### config.mk
export PLATFORM = sky130hd
export DESIGN_NAME = cnt_timebase
export DESIGN_NICKNAME = d
export VERILOG_FILES = /design/src/rtl/ctb_pkg.sv /design/src/rtl/ctb_sync.sv /design/src/rtl/ctb_mode_reg.sv /design/src/rtl/ctb_src.sv /design/src/rtl/ctb_counter.sv /design/src/rtl/cnt_timebase.sv
export SDC_FILE = /design/constraint.sdc
export NUM_CORES = 1
export LEC_CHECK = 0
export ABC_AREA = 1
export BUFFER_PORTS_ARGS = -buffer_cell sky130_fd_sc_hd__buf_2
export CAP_MARGIN = 20
export CORE_ASPECT_RATIO = 0.8
export CORE_MARGIN = 2
export CORE_UTILIZATION = 50
export CTS_CLUSTER_SIZE = 28
export DETAILED_ROUTE_END_ITERATION = 8
export GPL_TIMING_DRIVEN = 0
export PLACE_DENSITY = 0.86
export SLEW_MARGIN = 10
export SYNTH_ARGS = -nofsm -noshare
export SYNTH_HDL_FRONTEND = slang
export SYNTH_SLANG_ARGS = --single-unit
### constraint.sdc
create_clock -name clk -period 2.52 [get_ports clk]
set_input_delay 0.252 -clock clk [delete_from_list [all_inputs] [get_ports clk]]
set_output_delay 0.252 -clock clk [all_outputs]
set_load 0.02 [all_outputs]
### src/rtl/ctb_pkg.sv
package ctb_pkg;

    typedef enum logic [2:0] {
        SRC_DIV_SLOW = 3'b000,
        SRC_DIV_FAST = 3'b001,
        SRC_T0_OVF   = 3'b010,
        SRC_EXT_FALL = 3'b011,
        SRC_SYSCLK   = 3'b100,
        SRC_EXT_DIV  = 3'b101,
        SRC_RSV6     = 3'b110,
        SRC_RSV7     = 3'b111
    } src_sel_e;

    typedef struct packed {
        logic     idle_sus;
        logic     wd_en;
        logic     wd_lock;
        logic     unused;
        src_sel_e sel;
        logic     ovf_ie;
    } mode_t;

    localparam logic [7:0] MODE_RST = 8'h40;

endpackage

### src/rtl/ctb_sync.sv
module ctb_sync #(
    parameter int   STAGES  = 2,
    parameter logic RST_VAL = 1'b0
) (
    input  logic clk,
    input  logic rst_n,
    input  logic din,
    output logic dout
);
    typedef struct packed {
        logic [STAGES-1:0] sh;
    } st_t;

    st_t st_d, st_q;

    always_comb begin
        st_d    = st_q;
        st_d.sh = {st_q.sh[STAGES-2:0], din};
    end

    always_ff @(posedge clk) begin
        if (!rst_n) st_q.sh <= {STAGES{RST_VAL}};
        else        st_q    <= st_d;
    end

    assign dout = st_q.sh[STAGES-1];

endmodule

### src/rtl/ctb_mode_reg.sv
module ctb_mode_reg
    import ctb_pkg::*;
(
    input  logic       clk,
    input  logic       rst_n,
    input  logic       wr,
    input  logic [7:0] wdata,
    output mode_t      mode_q
);
    mode_t mode_d;
    mode_t wr_val;

    always_comb begin
        wr_val        = mode_t'(wdata);
        wr_val.unused = 1'b0;
        mode_d        = mode_q;
        if (wr) begin
            if (!mode_q.wd_en) begin
                mode_d = wr_val;
            end else if (!wr_val.wd_en && !mode_q.wd_lock) begin
                mode_d.wd_en = 1'b0;
            end
        end
    end

    always_ff @(posedge clk) begin
        if (!rst_n) mode_q <= mode_t'(MODE_RST);
        else        mode_q <= mode_d;
    end

    // with the watchdog on, a write never touches bits other than bit 6
    a_r2_wd_write_only_clears: assert property (@(posedge clk) disable iff (!rst_n)
        (mode_q.wd_en && wr) |=> ((mode_q & 8'hBF) == ($past(mode_q) & 8'hBF)));

    // locked watchdog enable never drops
    a_r3_lock_keeps_wd: assert property (@(posedge clk) disable iff (!rst_n)
        (mode_q.wd_en && mode_q.wd_lock) |=> (mode_q.wd_en && mode_q.wd_lock));

endmodule

### src/rtl/ctb_src.sv
module ctb_src
    import ctb_pkg::*;
#(
    parameter int DIV_SLOW    = 12,
    parameter int DIV_FAST    = 4,
    parameter int EXT_DIV     = 8,
    parameter int SYNC_STAGES = 2
) (
    input  logic     clk,
    input  logic     rst_n,
    input  src_sel_e sel,
    input  logic     t0_ovf,
    input  logic     ext_cnt_in,
    input  logic     ext_clk_in,
    output logic     tick
);
    localparam int SLOW_W = $clog2(DIV_SLOW);
    localparam int FAST_W = $clog2(DIV_FAST);
    localparam int EDIV_W = $clog2(EXT_DIV);
    localparam logic [SLOW_W-1:0] SLOW_MAX = SLOW_W'(DIV_SLOW - 1);
    localparam logic [FAST_W-1:0] FAST_MAX = FAST_W'(DIV_FAST - 1);
    localparam logic [EDIV_W-1:0] EDIV_MAX = EDIV_W'(EXT_DIV - 1);

    typedef struct packed {
        logic [SLOW_W-1:0] slow;
        logic [FAST_W-1:0] fast;
        logic              fall_last;
        logic              eclk_last;
        logic [EDIV_W-1:0] ediv;
    } st_t;

    st_t  st_d, st_q;
    logic cnt_s, eclk_s;
    logic slow_tick, fast_tick, fall, eclk_rise, ediv_tick;

    ctb_sync #(.STAGES(SYNC_STAGES), .RST_VAL(1'b1)) i_sync_cnt (
        .clk(clk), .rst_n(rst_n), .din(ext_cnt_in), .dout(cnt_s)
    );

    ctb_sync #(.STAGES(SYNC_STAGES), .RST_VAL(1'b0)) i_sync_eclk (
        .clk(clk), .rst_n(rst_n), .din(ext_clk_in), .dout(eclk_s)
    );

    always_comb begin
        slow_tick = (st_q.slow == SLOW_MAX);
        fast_tick = (st_q.fast == FAST_MAX);
        fall      = st_q.fall_last & ~cnt_s;
        eclk_rise = eclk_s & ~st_q.eclk_last;
        ediv_tick = eclk_rise && (st_q.ediv == EDIV_MAX);

        st_d           = st_q;
        st_d.slow      = slow_tick ? '0 : st_q.slow + SLOW_W'(1);
        st_d.fast      = fast_tick ? '0 : st_q.fast + FAST_W'(1);
        st_d.fall_last = cnt_s;
        st_d.eclk_last = eclk_s;
        if (eclk_rise) begin
            st_d.ediv = (st_q.ediv == EDIV_MAX) ? '0 : st_q.ediv + EDIV_W'(1);
        end

        unique case (sel)
            SRC_DIV_SLOW: tick = slow_tick;
            SRC_DIV_FAST: tick = fast_tick;
            SRC_T0_OVF:   tick = t0_ovf;
            SRC_EXT_FALL: tick = fall;
            SRC_SYSCLK:   tick = 1'b1;
            SRC_EXT_DIV:  tick = ediv_tick;
            default:      tick = 1'b0;
        endcase
    end

    always_ff @(posedge clk) begin
        if (!rst_n) begin
            st_q.slow      <= '0;
            st_q.fast      <= '0;
            st_q.fall_last <= 1'b1;
            st_q.eclk_last <= 1'b0;
            st_q.ediv      <= '0;
        end else begin
            st_q <= st_d;
        end
    end

    // reserved selects never produce a count enable
    a_r6_reserved_no_tick: assert property (@(posedge clk) disable iff (!rst_n)
        ((sel == SRC_RSV6) || (sel == SRC_RSV7)) |-> !tick);

    // the slow prescaler wraps back to zero after its terminal value
    a_r5_slow_wrap: assert property (@(posedge clk) disable iff (!rst_n)
        (st_q.slow == SLOW_MAX) |=> (st_q.slow == '0));

endmodule

### src/rtl/ctb_counter.sv
module ctb_counter #(
    parameter int CNT_W = 16
) (
    input  logic             clk,
    input  logic             rst_n,
    input  logic             en,
    input  logic             clr,
    output logic [CNT_W-1:0] cnt,
    output logic             ovf
);
    typedef struct packed {
        logic [CNT_W-1:0] cnt;
        logic             ovf;
    } st_t;

    st_t  st_d, st_q;
    logic wrap;

    always_comb begin
        wrap = en && (st_q.cnt == '1);
        st_d = st_q;
        if (en)   st_d.cnt = st_q.cnt + CNT_W'(1);
        if (clr)  st_d.ovf = 1'b0;
        if (wrap) st_d.ovf = 1'b1;
    end

    always_ff @(posedge clk) begin
        if (!rst_n) st_q <= '0;
        else        st_q <= st_d;
    end

    assign cnt = st_q.cnt;
    assign ovf = st_q.ovf;

    // advancing past all ones lands on zero with the flag set
    a_r11_wrap_flag: assert property (@(posedge clk) disable iff (!rst_n)
        (en && (cnt == '1)) |=> (ovf && (cnt == '0)));

    // the flag stays set until a clear strobe
    a_r11_flag_sticky: assert property (@(posedge clk) disable iff (!rst_n)
        (ovf && !clr) |=> ovf);

    // no enable, no change in value
    a_r6_hold: assert property (@(posedge clk) disable iff (!rst_n)
        !en |=> $stable(cnt));

endmodule

### src/rtl/cnt_timebase.sv
module cnt_timebase
    import ctb_pkg::*;
#(
    parameter int CNT_W       = 16,
    parameter int DIV_SLOW    = 12,
    parameter int DIV_FAST    = 4,
    parameter int EXT_DIV     = 8,
    parameter int SYNC_STAGES = 2
) (
    input  logic             clk,
    input  logic             rst_n,
    input  logic             mode_wr,
    input  logic [7:0]       mode_wdata,
    input  logic             cpu_idle,
    input  logic             t0_ovf,
    input  logic             ext_cnt_in,
    input  logic             ext_clk_in,
    input  logic             ovf_clr,
    output logic [CNT_W-1:0] count_q,
    output logic [7:0]       mode_q,
    output logic             ovf_flag,
    output logic             irq,
    output logic             wdog_en
);
    mode_t mode_s;
    logic  tick;
    logic  count_en;

    ctb_mode_reg i_mode (
        .clk(clk), .rst_n(rst_n), .wr(mode_wr), .wdata(mode_wdata), .mode_q(mode_s)
    );

    ctb_src #(
        .DIV_SLOW(DIV_SLOW), .DIV_FAST(DIV_FAST),
        .EXT_DIV(EXT_DIV), .SYNC_STAGES(SYNC_STAGES)
    ) i_src (
        .clk(clk), .rst_n(rst_n), .sel(mode_s.sel), .t0_ovf(t0_ovf),
        .ext_cnt_in(ext_cnt_in), .ext_clk_in(ext_clk_in), .tick(tick)
    );

    always_comb begin
        count_en = tick && !(mode_s.idle_sus && cpu_idle);
    end

    ctb_counter #(.CNT_W(CNT_W)) i_cnt (
        .clk(clk), .rst_n(rst_n), .en(count_en), .clr(ovf_clr),
        .cnt(count_q), .ovf(ovf_flag)
    );

    assign mode_q  = mode_s;
    assign irq     = ovf_flag && mode_s.ovf_ie;
    assign wdog_en = mode_s.wd_en;

    // idle with suspend enabled freezes the count
    a_r10_idle_hold: assert property (@(posedge clk) disable iff (!rst_n)
        (mode_s.idle_sus && cpu_idle) |=> $stable(count_q));

endmodule

* Word-level counts from Yosys, hierarchy flattened
Index checks and enable logic that the tools add are counted.
** Storage, ports and cells
- Bits in registers :: 39
- Output and inout bits :: 27
- Word-level logic and storage cells :: 53
** Cells by class
- $add $sub $neg :: 4
- Eq/ne operators :: 9
- Mux-type cells :: 6
- Bitwise logic cells :: 6
- Reduce and logical (&&, ||, !) cells :: 14
** Operator list (number)
- 16-bit by 1-bit adder with 16-bit output (second input constant) :: 1
- 16-bit equality test (second input constant) :: 1
- 3-bit equality test (second input constant) :: 3
- 3-bit by 2-bit equality test with 1-bit output (second input constant) :: 2
- 1-bit logical AND :: 6
- 1-bit one-hot mux with 6 select lines :: 1
- 4-bit by 1-bit adder with 4-bit output (second input constant) :: 1
- 4-bit equality test (second input constant) :: 1
- 1-bit two-way mux :: 4
- 1-bit NOT :: 4
- 2-bit OR reduction :: 2
- 3-bit by 1-bit adder with 3-bit output (second input constant) :: 1
- 3-bit by 1-bit equality test with 1-bit output (second input constant) :: 1
- 1-bit logical NOT :: 3
- 3-bit logical NOT :: 1
- 3-bit two-way mux :: 1
- 2-bit by 1-bit adder with 2-bit output (second input constant) :: 1
- 1-bit AND :: 2
- 2-bit equality test (second input constant) :: 1
- 2-bit AND reduction :: 1
- 2-bit nonzero test :: 1

* Depth between registers and ports, before layout
Gate-level depths: netlist of the first run.
- Depth in word-level cells :: 7
- Depth in mapped cells :: 11

* Modules after synthesis
From an unflattened synthesis of the first run, not the netlist that was laid out.
** Unflattened totals
- Cell total of the unflattened synthesis :: 256
- Area, all modules :: 1816.7 µm²
** Modules (own cells, without submodules)
- ctb_counter :: instances 1, cells each 132, area an instance 880.8 µm², seq. area each 340.3 µm²
- ctb_src :: instances 1, cells each 61, area an instance 483.0 µm², seq. area each 220.2 µm²
- ctb_mode_reg :: instances 1, cells each 46, area an instance 315.3 µm², seq. area each 140.1 µm²
- ctb_sync :: instances 2, cells each 6, area an instance 55.1 µm², seq. area each 40.0 µm²
- cnt_timebase :: instances 1, cells each 5, area an instance 27.5 µm², seq. area each 0.0 µm²

* Worst setup path before layout of the first run
No wires, ideal clock.
- Kind :: register to register
- Start point :: reg i_cnt.st_q (netlist bit i_cnt.cnt[0])
- End point :: reg i_cnt.st_q (netlist bit i_cnt.cnt[14])
- Setup time :: 130 ps
- Arrival :: 1359 ps
- Required time :: 2390 ps
- Slack :: 1031 ps
- Stages on the path, launching flop included :: 9
- Clock period less this slack :: 1489 ps
- Cell sequence :: dfxtp_1 > ha_1 > nand3_1 > nor2_1 > nand3_1 > nand2_1 > nand2_1 > nand2_1 > a21oi_2
** On the way
- Longest elaborated chain between the ends :: 1
** RTL lines
- start, declared :: RTL line ctb_counter.sv:16 : st_t st_d, st_q;
- start signal, assigned :: RTL line ctb_counter.sv:29 : else st_q <= st_d;
- 16-bit by 1-bit adder with 16-bit output :: RTL line ctb_counter.sv:22 : if (en) st_d.cnt = st_q.cnt + CNT_W'(1);
Every way passes these cells.
A chain may end at the register's enable or synchronous reset.

* Worst setup path after layout of the first run
- Start point :: reg i_src.st_q[0] (netlist bit)
- End point :: reg i_cnt.st_q (netlist bit i_cnt.cnt[6])
** On the way
- Longest elaborated chain between the ends :: 4
** RTL lines
- start, declared :: RTL line ctb_src.sv:32 : st_t st_d, st_q;
- start signal, assigned :: RTL line ctb_src.sv:79 : st_q <= st_d;
- 3-bit equality test :: RTL line ctb_src.sv:49 : ediv_tick = eclk_rise && (st_q.ediv == EDIV_MAX);
- 1-bit logical AND :: RTL line ctb_src.sv:49
- 1-bit one-hot mux with 6 select lines :: RTL line ctb_src.sv:60 : unique case (sel)
- 1-bit logical AND :: RTL line cnt_timebase.sv:42 : count_en = tick && !(mode_s.idle_sus && cpu_idle);
Every way passes these cells.

==> summary.json, run 1 <==
{
  "status": "finished clean",
  "postRouteAntennaNets": 0,
  "antenna_found_initial": 0,
  "library_cell_with_the_highest_instance_count_after_synthesis": "nand2_1",
  "drc": 0,
  "crit_family": "simple AND/OR/NAND/NOR gates",
  "place.detailed.instances": 337,
  "critical-path-max-stage-delay_ns": 0.36,
  "netlist.area_leader.share_pct": 42.0,
  "route.vias.total": 1698,
  "slew-limit-headroom_pct": 62.8,
  "clock.fmax_ghz": 0.588,
  "clock_tree.htree_level_count": 2,
  "design_area_sq_um": 2190,
  "worst_hold_path_type": "in2reg",
  "post_dp_cell_area_sq_um": 2110,
  "cts-hold-fix-buffers": 0,
  "wirelength_microns": 3740,
  "globalRouteTotalUtil_pct": 19.5,
  "postCtsSetupRepairBufs": 0,
  "hold-path-cell-count": 2,
  "slew_viol_final": 0,
  "criticalPathCategory": "reg2reg",
  "portBuffers": 40,
  "path_max_fanout": 10,
  "start_util_pct": 53.2,
  "finalWeightedCongestion": 0.900,
  "clk_latency_ns": 0.29,
  "cts_buffers": 5,
  "boundaryPins": 43,
  "grt_pass1_vias": 1582,
  "crit_buf_inv": 2,
  "worstSetupEndpointType": "register",
  "rows": 19,
  "maximum_number_of_pins_on_one_net_before_global_route_repair": 12,
  "timing.critical_path.slowest_stage_cell": "dfxtp_1",
  "final.setup_skew_ns": 0.00699,
  "n_fill_cell": 297,
  "non_filler_cells_in_the_finished_layout": 345,
  "placement.setup.worst_slack_ns": 0.823,
  "fin_nets": 323,
  "final.min_clock_period_ns": 1.70,
  "post_cts_resize_count": 0,
  "total_power_mw": 1.20,
  "synth-edff-count": 0,
  "wire_per_inst_microns": 10.8,
  "reg2reg_depth": 11,
  "critPathMostFrequentCell": "nand2_1",
  "worst_setup_hold_path_clk_slew_ns": 0.07,
  "report.final.setup_viol": 0,
  "max-vdd-ir-drop_v": 0.000363,
  "totalNegativeSetupSlack_ns": 0,
  "die_area_sq_um": 4220,
  "period_share_pct": 67.5,
  "final_core_area_utilization_pct": 62.7,
  "synthesis.yosys.warnings": 0,
  "drt_pre_antenna_iters": 4,
  "die_height_microns": 58.5,
  "layout-area-overhead-vs-synth_pct": 18.0,
  "worst_hold_slack_ns": 0.162,
  "synthFlopType": "dfxtp_1",
  "postSynthAreaPerCell_sq_um": 7.29,
  "synth_largest_area_cell": "dfxtp_1",
  "total_leakage_power_nw": 0.999,
  "numClockSinks": 39,
  "post_synthesis_cell_area_sq_um": 1860,
  "drtIter0Drc": 113,
  "maxCapViolCount": 0,
  "worst-endpoint-arrival_ns": 1.92,
  "synthTopCellsByCount": "nand2_1, dfxtp_1, nor2_1",
  "final_critical_path_setup_slack_ns": 0.819,
  "timing_hold_violations_final": 0,
  "antenna-diode-count": 0,
  "synthDistinctLibCells": 27,
  "grt_overflow": 0,
  "synthTopCellsByArea": "dfxtp_1, nand2_1, nor2_1, a21oi_1, inv_1",
  "seq_area_frac_synth_pct": 42.0,
  "syn-num-nets": 276,
  "timing_worst_slew_pin_value_ns": 0.558,
  "synth-seq-cells": 39,
  "postSynthCellCount": 255,
  "detail_route.vias_per_cell": 4.92,
  "root_buffer_selected_by_cts": "clkbuf_8",
  "pwr_density_cell_nw_per_um2": 546,
  "final_layout_size_suffix_gt1_share_pct": 22.1,
  "stages_on_worst_setup_path": 11,
  "die_w_microns": 72.2,
  "required_ns": 2.74,
  "rsz0062_at_grt": "no",
  "core_area_sq_um": 3490,
  "timing.critical_path.cells": "ha_1 > ha_1 > nand3_1 > nand2_1 > nand2_1 > nand2_2 > inv_1 > nor2_4 > buf_6 > nand2_1 > a21oi_1",
  "sort_of_element_at_the_start_of_the_critical_path": "register",
  "global_route_wire_length_before_repair_microns": 6470,
  "cts_tree": "built",
  "hpwlAfterDp_microns": 2860,
  "proportion_of_register_bits_with_asynchronous_set_or_reset_after_synthesis_pct": 0,
  "cts_buffer_depth": 2
}
## layout make-up
type                            instances  area, sq um  area share [%]
Buffer                                  7         48.8            2.23
Timing Repair Buffer                   40          200            9.13
Clock inverter                          1         5.00           0.228
Inverter                               24         90.1            4.11
Tap cell                               42         52.6            2.40
Multi-Input combinational cell        185          938            42.8
Sequential cell                        39          781            35.6
Clock buffer                            7         76.3            3.48
## placed cells by master, fill, tap and decap left out, drive strengths merged
cell | Yosys | layout
o211a | 1 | 1
buf | 4 | 44
xnor2 | 8 | 8
clkbuf | 3 | 10
nand2 | 74 | 74
ha | 5 | 5
conb | 1 | 1
xor2 | 4 | 4
or2 | 3 | 3
inv | 24 | 24
nand3 | 15 | 15
nand3b | 1 | 1
dfxtp | 39 | 39
nor3b | 1 | 1
nand4 | 2 | 2
clkinv | 0 | 1
nor3 | 1 | 1
a21oi | 21 | 21
o21ai | 13 | 13
nor2 | 35 | 35
## report_power, final
part | internal (mW) | leakage [nW] | switching [mW] | total [mW]
clock | 0.194 | 0.0422 | 0.204 | 0.398
sequential | 0.641 | 0.318 | 0.0186 | 0.659
combinational | 0.0540 | 0.639 | 0.0858 | 0.140
total | 0.889 | 0.999 | 0.309 | 1.20
## sequential cells by signal, summed over array words and instances, names as in the netlist
name / count
i_cnt.ovf: 1
i_src.i_sync_cnt.st_q: 2
i_mode.mode_q: 7
i_src.st_q: 11
i_src.i_sync_eclk.st_q: 2
i_cnt.cnt: 16
## kinds of logic (layout without fill, tap and decap cells)
family	Yosys count	count (layout)	share of synthesized area, %
and+or+nand+nor	132	132	31.0
DFF	39	39	42.0
AOI/OAI and AO/OA	35	35	10.3
buffers and inverters	31	79	7.47
xor gates and xnor gates	12	12	5.66
adders and majority gates	5	5	3.37
other	1	1	0.202
## worst reg2reg max path, cell delays in order (launching register included)
cell	delay [ns]
dfxtp_1	0.36
ha_1	0.16
ha_1	0.17
nand3_1	0.11
nand2_1	0.07
nand2_1	0.06
nand2_2	0.10
inv_1	0.08
nor2_4	0.19
buf_6	0.17
nand2_1	0.05
a21oi_1	0.12
## worst paths after layout
check                            from                  endpoint  slack, ns
max                     i_src.st_q[0]              i_cnt.cnt[6]       0.82
min                        ext_cnt_in  i_src.i_sync_cnt.st_q[0]       0.16
max reg2reg             i_src.st_q[0]              i_cnt.cnt[6]       0.82
min reg2reg  i_src.i_sync_cnt.st_q[0]  i_src.i_sync_cnt.st_q[1]       0.42
## metal layers
metal  global-route usage [%]  vias up  share of wire [%]  routed length, microns
li1                         -      895                  -                       -
met1                     25.2      750                 49                    1820
met2                     31.7       46                 44                    1640
met3                     3.60        7                5.6                     208
met4                     9.16        0                1.8                      68
met5                        0        -                  0                       0
No activity file was read; power rests on OpenSTA's default activity.
==> run 2: changes to the inputs <==
Settings changed: CORE_UTILIZATION 50 to 48.
Clock period 2.52 ns to 1.39 ns, I/O delays scaled along.
==> run 2 against run 1 <==
  * The flow now finishes with violations (negative setup slack)
  * Critical path type unchanged
  * Global-route usage grew 1.5 points
  * Highest routed layer unchanged
  * Combinational power up 130%
  * Die area rose by 3.9%
  * Sequential power is 82% higher
==> summary.json, run 2 (synthesized netlist as in run 1, its figures left out) <==
{
  "grt_overflow": 0,
  "boundaryPins": 43,
  "route.vias.total": 1847,
  "cts_buffers": 5,
  "final.setup_skew_ns": 0.00367,
  "path_max_fanout": 5,
  "antenna-diode-count": 0,
  "drtIter0Drc": 104,
  "clock.fmax_ghz": 0.657,
  "start_util_pct": 49.5,
  "slew-limit-headroom_pct": 59.7,
  "postRouteAntennaNets": 0,
  "final_common_cell": "nand2_1",
  "maxCapViolCount": 0,
  "finalWeightedCongestion": 0.934,
  "clock_tree.htree_level_count": 2,
  "non_filler_cells_in_the_finished_layout": 358,
  "worst-endpoint-arrival_ns": 1.73,
  "wire_per_inst_microns": 12.6,
  "switching_power_summed_over_all_nets_mw": 0.606,
  "root_buffer_selected_by_cts": "clkbuf_8",
  "criticalPathCategory": "reg2reg",
  "die_height_microns": 59.7,
  "timing_hold_violations_final": 0,
  "period_share_pct": 109,
  "globalRouteTotalUtil_pct": 21.0,
  "rows": 20,
  "violations_in_the_final_reports": "negative setup slack",
  "cts-hold-fix-buffers": 0,
  "antenna_found_initial": 0,
  "internal-power_mw": 1.76,
  "worstSetupEndpointType": "register",
  "timing_worst_slew_pin_value_ns": 0.605,
  "report.final.setup_viol": 17,
  "clk_latency_ns": 0.29,
  "die_area_sq_um": 4390,
  "layout-area-overhead-vs-synth_pct": 31.9,
  "required_ns": 1.60,
  "power_frac_clock_pct": 35.3,
  "final_core_area_utilization_pct": 65.3,
  "slew_viol_final": 0,
  "total_leakage_power_nw": 1.12,
  "sort_of_element_at_the_start_of_the_critical_path": "register",
  "die_w_microns": 73.6,
  "commonest_cells_after_routing_fill_and_taps_aside": "nand2_1, buf_2, nor2_1, dfxtp_1, inv_1",
  "place.detailed.instances": 339,
  "status": "finished with violations",
  "numClockSinks": 39,
  "portBuffers": 40,
  "comb_power_share_pct": 13.7,
  "worst_hold_path_type": "in2reg",
  "cts_buffer_depth": 2,
  "core_area_sq_um": 3750,
  "detail_route.vias_per_cell": 5.16,
  "worst_setup_hold_path_clk_slew_ns": 0.07,
  "maximum_number_of_pins_on_one_net_before_global_route_repair": 12,
  "rsz0062_at_grt": "yes",
  "power.switching_fraction_pct": 25.7,
  "final_critical_path_setup_slack_ns": -0.132,
  "fin_nets": 334,
  "cts_tree": "built",
  "final_layout_size_suffix_gt1_share_pct": 36.0,
  "max-vdd-ir-drop_v": 0.000827,
  "global_route_wire_length_before_repair_microns": 7080,
  "hpwlAfterDp_microns": 2870,
  "drc": 0,
  "final.min_clock_period_ns": 1.52,
  "grt_pass1_vias": 1679,
  "drt_pre_antenna_iters": 5,
  "largest_reg_flops": 16,
  "wirelength_microns": 4520,
  "pwr_density_cell_nw_per_um2": 964,
  "p_seq_share_pct": 50.9
}
-- run 2: changes by cell type in the layout (fill, tap and decap cells not counted), sizes merged --
cell,delta
clkbuf,+1
clkinv,-1
buf,+11
-- run 2: repair_timing --
item,4_1_cts,5_1_grt
setup endpoints to repair,17,17
gates cloned,1,0
gates resized for setup,11,27
pin swaps,2,9
setup buffers,7,3
-- run 2: area by class of cell --
| class | instances | area (sq um) |
|---|---|---|
| multi-input combinational | 185 | 1070 |
| clock buffer | 8 | 100 |
| timing repair buffer | 51 | 290 |
| buffer | 7 | 48.8 |
| fill | 309 | 1300 |
| tap | 44 | 55.1 |
| inverter | 24 | 90.1 |
| sequential | 39 | 795 |
-- run 2: through the flow --
stage	worst slack, ns	cell area (sq um)	total power, mW	hold slack (ns)	TNS, ns
after floorplan	0.00208	1890	1.40	0.237	0
after global placement	-0.150	2140	1.47	0.325	-1.45
after detailed placement	-0.189	2140	1.48	0.336	-1.76
after CTS	-0.138	2330	2.34	0.0402	-1.71
after global routing	-0.237	2450	2.47	0.0339	-3.47
final	-0.132	2450	2.36	0.0406	-1.67
-- run 2: path summary, 6_finish.rpt --
check,from,cells past startpoint,end,slack (ns)
setup / recovery,i_src.st_q[0],11,i_cnt.cnt[0],-0.13
hold / removal,ext_clk_in,3,i_src.i_sync_eclk.st_q[0],0.04
hold reg to reg,i_src.i_sync_cnt.st_q[0],1,i_src.i_sync_cnt.st_q[1],0.42
setup reg to reg,i_src.st_q[0],11,i_cnt.cnt[0],-0.13
-- run 2: power groups by stage --
stage / Clock [mW] / Combinational (mW) / Sequential, mW
floorplan: 0 / 0.158 / 1.24
global placement: 0 / 0.252 / 1.22
detailed placement: 0 / 0.259 / 1.22
CTS: 0.848 / 0.290 / 1.20
global route: 0.902 / 0.358 / 1.21
finish: 0.834 / 0.325 / 1.20
-- run 2: critical path: stages, from the launching register on --
cell     delay (ns)
dfxtp_2        0.36
ha_4           0.14
ha_4           0.13
nand3_2        0.07
nand2_2        0.07
nand2_2        0.06
nand2_4        0.09
inv_2          0.05
nor2_4         0.15
buf_6          0.16
nand2_1        0.06
a21oi_1        0.12
-- run 2: per-layer routing --
layer	track usage, %	vias up	share of wire, %
met4	7.53	0	1.7
li1	-	917	-
met1	25.8	847	44
met3	5.56	9	6.0
met2	35.6	74	48
met5	0	-	0
==> run 3: changes to the inputs <==
Settings changed: CORE_ASPECT_RATIO 0.8 to not set.
==> run 3 against run 2 <==
  * Power decreased by 0.56%
  * Hold slack got worse by 0.0039 ns
  * Register-to-register slack about the same
  * First-iteration DRC count decreased by 15%
  * Sequential share of layout area increased by 0.33 points
  * Combinational power decreased by 4%
  * Routed wire length decreased by 7.4%
  * Fmax increased by 0.48%
  * Die area about the same
  * Clock-buffer cell count unchanged
  * Largest cell class unchanged
  * The flow still finishes with violations (negative setup slack)
  * Core utilization about the same
  * Critical path depth unchanged
==> summary.json, run 3 (synthesized netlist as in run 1, its figures left out) <==
{
  "status": "finished with violations",
  "violations_in_the_final_reports": "negative setup slack",
  "non_filler_cells_in_the_finished_layout": 361,
  "route.met2.wl_microns": 2050,
  "design_area_sq_um": 2410,
  "slew_viol_final": 0,
  "antenna_found_initial": 0,
  "boundaryPins": 43,
  "path_max_fanout": 5,
  "comb_power_share_pct": 13.3,
  "crit_family": "simple AND/OR/NAND/NOR gates",
  "total_leakage_power_nw": 1.05,
  "largest_reg_flops": 16,
  "pwr_density_cell_nw_per_um2": 976,
  "drtIter0Drc": 88,
  "worst_setup_hold_path_clk_slew_ns": 0.08,
  "report.final.setup_viol": 17,
  "clk_latency_ns": 0.29,
  "total_power_mw": 2.35,
  "sort_of_element_at_the_start_of_the_critical_path": "register",
  "final.setup_skew_ns": 0.00526,
  "wl_met3_microns": 213,
  "criticalPathCategory": "reg2reg",
  "die_area_sq_um": 4380,
  "final.min_clock_period_ns": 1.51,
  "wire_per_inst_microns": 11.6,
  "period_share_pct": 109,
  "wirelength_microns": 4180,
  "max-vdd-ir-drop_v": 0.000465,
  "worstSetupEndpointType": "register",
  "final_layout_size_suffix_gt1_share_pct": 33.9,
  "worst_hold_slack_ns": 0.0366,
  "start_util_pct": 50.4,
  "slew-limit-headroom_pct": 56.3,
  "critPathMostFrequentCell": "nand2_1",
  "crit_buf_inv": 2,
  "post_dp_cell_area_sq_um": 2150,
  "power_frac_clock_pct": 35.5,
  "place.detailed.instances": 343,
  "timing_hold_violations_final": 0,
  "maximum_number_of_pins_on_one_net_before_global_route_repair": 12,
  "cts_buffer_depth": 2,
  "wl_met1_microns": 1860,
  "postRouteAntennaNets": 0,
  "die_w_microns": 66.2,
  "final_common_cell": "nand2_1",
  "required_ns": 1.60,
  "root_buffer_selected_by_cts": "clkbuf_8",
  "die_height_microns": 66.2,
  "timing.critical_path.slowest_stage_cell": "dfxtp_2",
  "clock.fmax_ghz": 0.660,
  "switching_power_summed_over_all_nets_mw": 0.597,
  "final_core_area_utilization_pct": 65.2,
  "antenna-diode-count": 0,
  "route.top_layer_used": "met4",
  "finalWeightedCongestion": 0.938,
  "hpwlAfterDp_microns": 2880,
  "clock_tree.htree_level_count": 2,
  "internal-power_mw": 1.75,
  "cts_tree": "built",
  "n_fill_cell": 307,
  "global_route_wire_length_before_repair_microns": 6910,
  "grt_pass1_vias": 1662,
  "portBuffers": 40,
  "timing.critical_path.cells": "ha_4 > ha_4 > nand3_2 > nand2_1 > nand2_1 > nand2_2 > inv_2 > nor2_4 > buf_6 > nand2_1 > a21oi_2",
  "numClockSinks": 39,
  "globalRouteTotalUtil_pct": 20.3,
  "worst-endpoint-arrival_ns": 1.73,
  "layout-area-overhead-vs-synth_pct": 29.5,
  "drt_pre_antenna_iters": 6,
  "detail_route.vias_per_cell": 4.95,
  "route.vias.total": 1786,
  "power.switching_fraction_pct": 25.4,
  "final_critical_path_setup_slack_ns": -0.124,
  "cts-hold-fix-buffers": 0,
  "commonest_cells_after_routing_fill_and_taps_aside": "nand2_1, buf_2, dfxtp_1, nor2_1, inv_1",
  "maxCapViolCount": 0,
  "rsz0062_at_grt": "yes",
  "drc": 0,
  "grt_overflow": 0,
  "fin_nets": 333,
  "rows": 22,
  "worst_hold_path_type": "in2reg",
  "timing_worst_slew_pin_value_ns": 0.655,
  "critical-path-max-stage-delay_ns": 0.36,
  "core_area_sq_um": 3690,
  "p_seq_share_pct": 51.2,
  "cts_buffers": 5
}
[run 3: area by class of cell]
type | count | area, sq um | area share, %
repair buffers | 50 | 283 | 11.8
well taps | 48 | 60.1 | 2.50
clock buffers | 8 | 100 | 4.16
multi-input cells | 185 | 1040 | 43.1
plain buffers | 7 | 48.8 | 2.03
flip-flops and latches | 39 | 788 | 32.8
inverters | 24 | 90.1 | 3.74
[run 3: power by group through the flow]
stage                     clock (mW)  combinational (mW)  sequential (mW)
final                          0.834               0.312             1.20
after global routing           0.909               0.343             1.21
after CTS                      0.847               0.276             1.20
after detailed placement           0               0.258             1.22
after global placement             0               0.250             1.22
after floorplan                    0               0.158             1.24
[run 3: path summary, 6_finish.rpt]
kind,start,to,slack (ns),depth (start not counted)
worst max-delay path,i_src.st_q[0],i_cnt.cnt[0],-0.12,11
worst min-delay path,ext_cnt_in,i_src.i_sync_cnt.st_q[0],0.04,2
worst max register to register,i_src.st_q[0],i_cnt.cnt[0],-0.12,11
worst min register to register,i_src.i_sync_cnt.st_q[0],i_src.i_sync_cnt.st_q[1],0.42,1
[run 3: metal layers]
metal  GRT usage [%]  vias to the layer above
met3            3.92                        6
met1            24.7                      814
met2            34.6                       46
li1                -                      920
met5               0                        -
met4            8.42                        0
[run 3: timing repair]
item,4_1_cts,5_1_grt
cloned,0,1
setup endpoints to repair,17,17
buffers inserted,4,5
pin swaps,4,9
resized for setup,10,17
[run 3: through the flow]
| step | setup TNS [ns] | worst slack [ns] |
|---|---|---|
| 3_5_place_dp | -1.68 | -0.177 |
| 6_report | -1.68 | -0.124 |
| 3_3_place_gp | -1.39 | -0.150 |
| 5_1_grt | -3.25 | -0.212 |
| 4_1_cts | -1.03 | -0.0877 |
| 2_1_floorplan | 0 | 0.00208 |
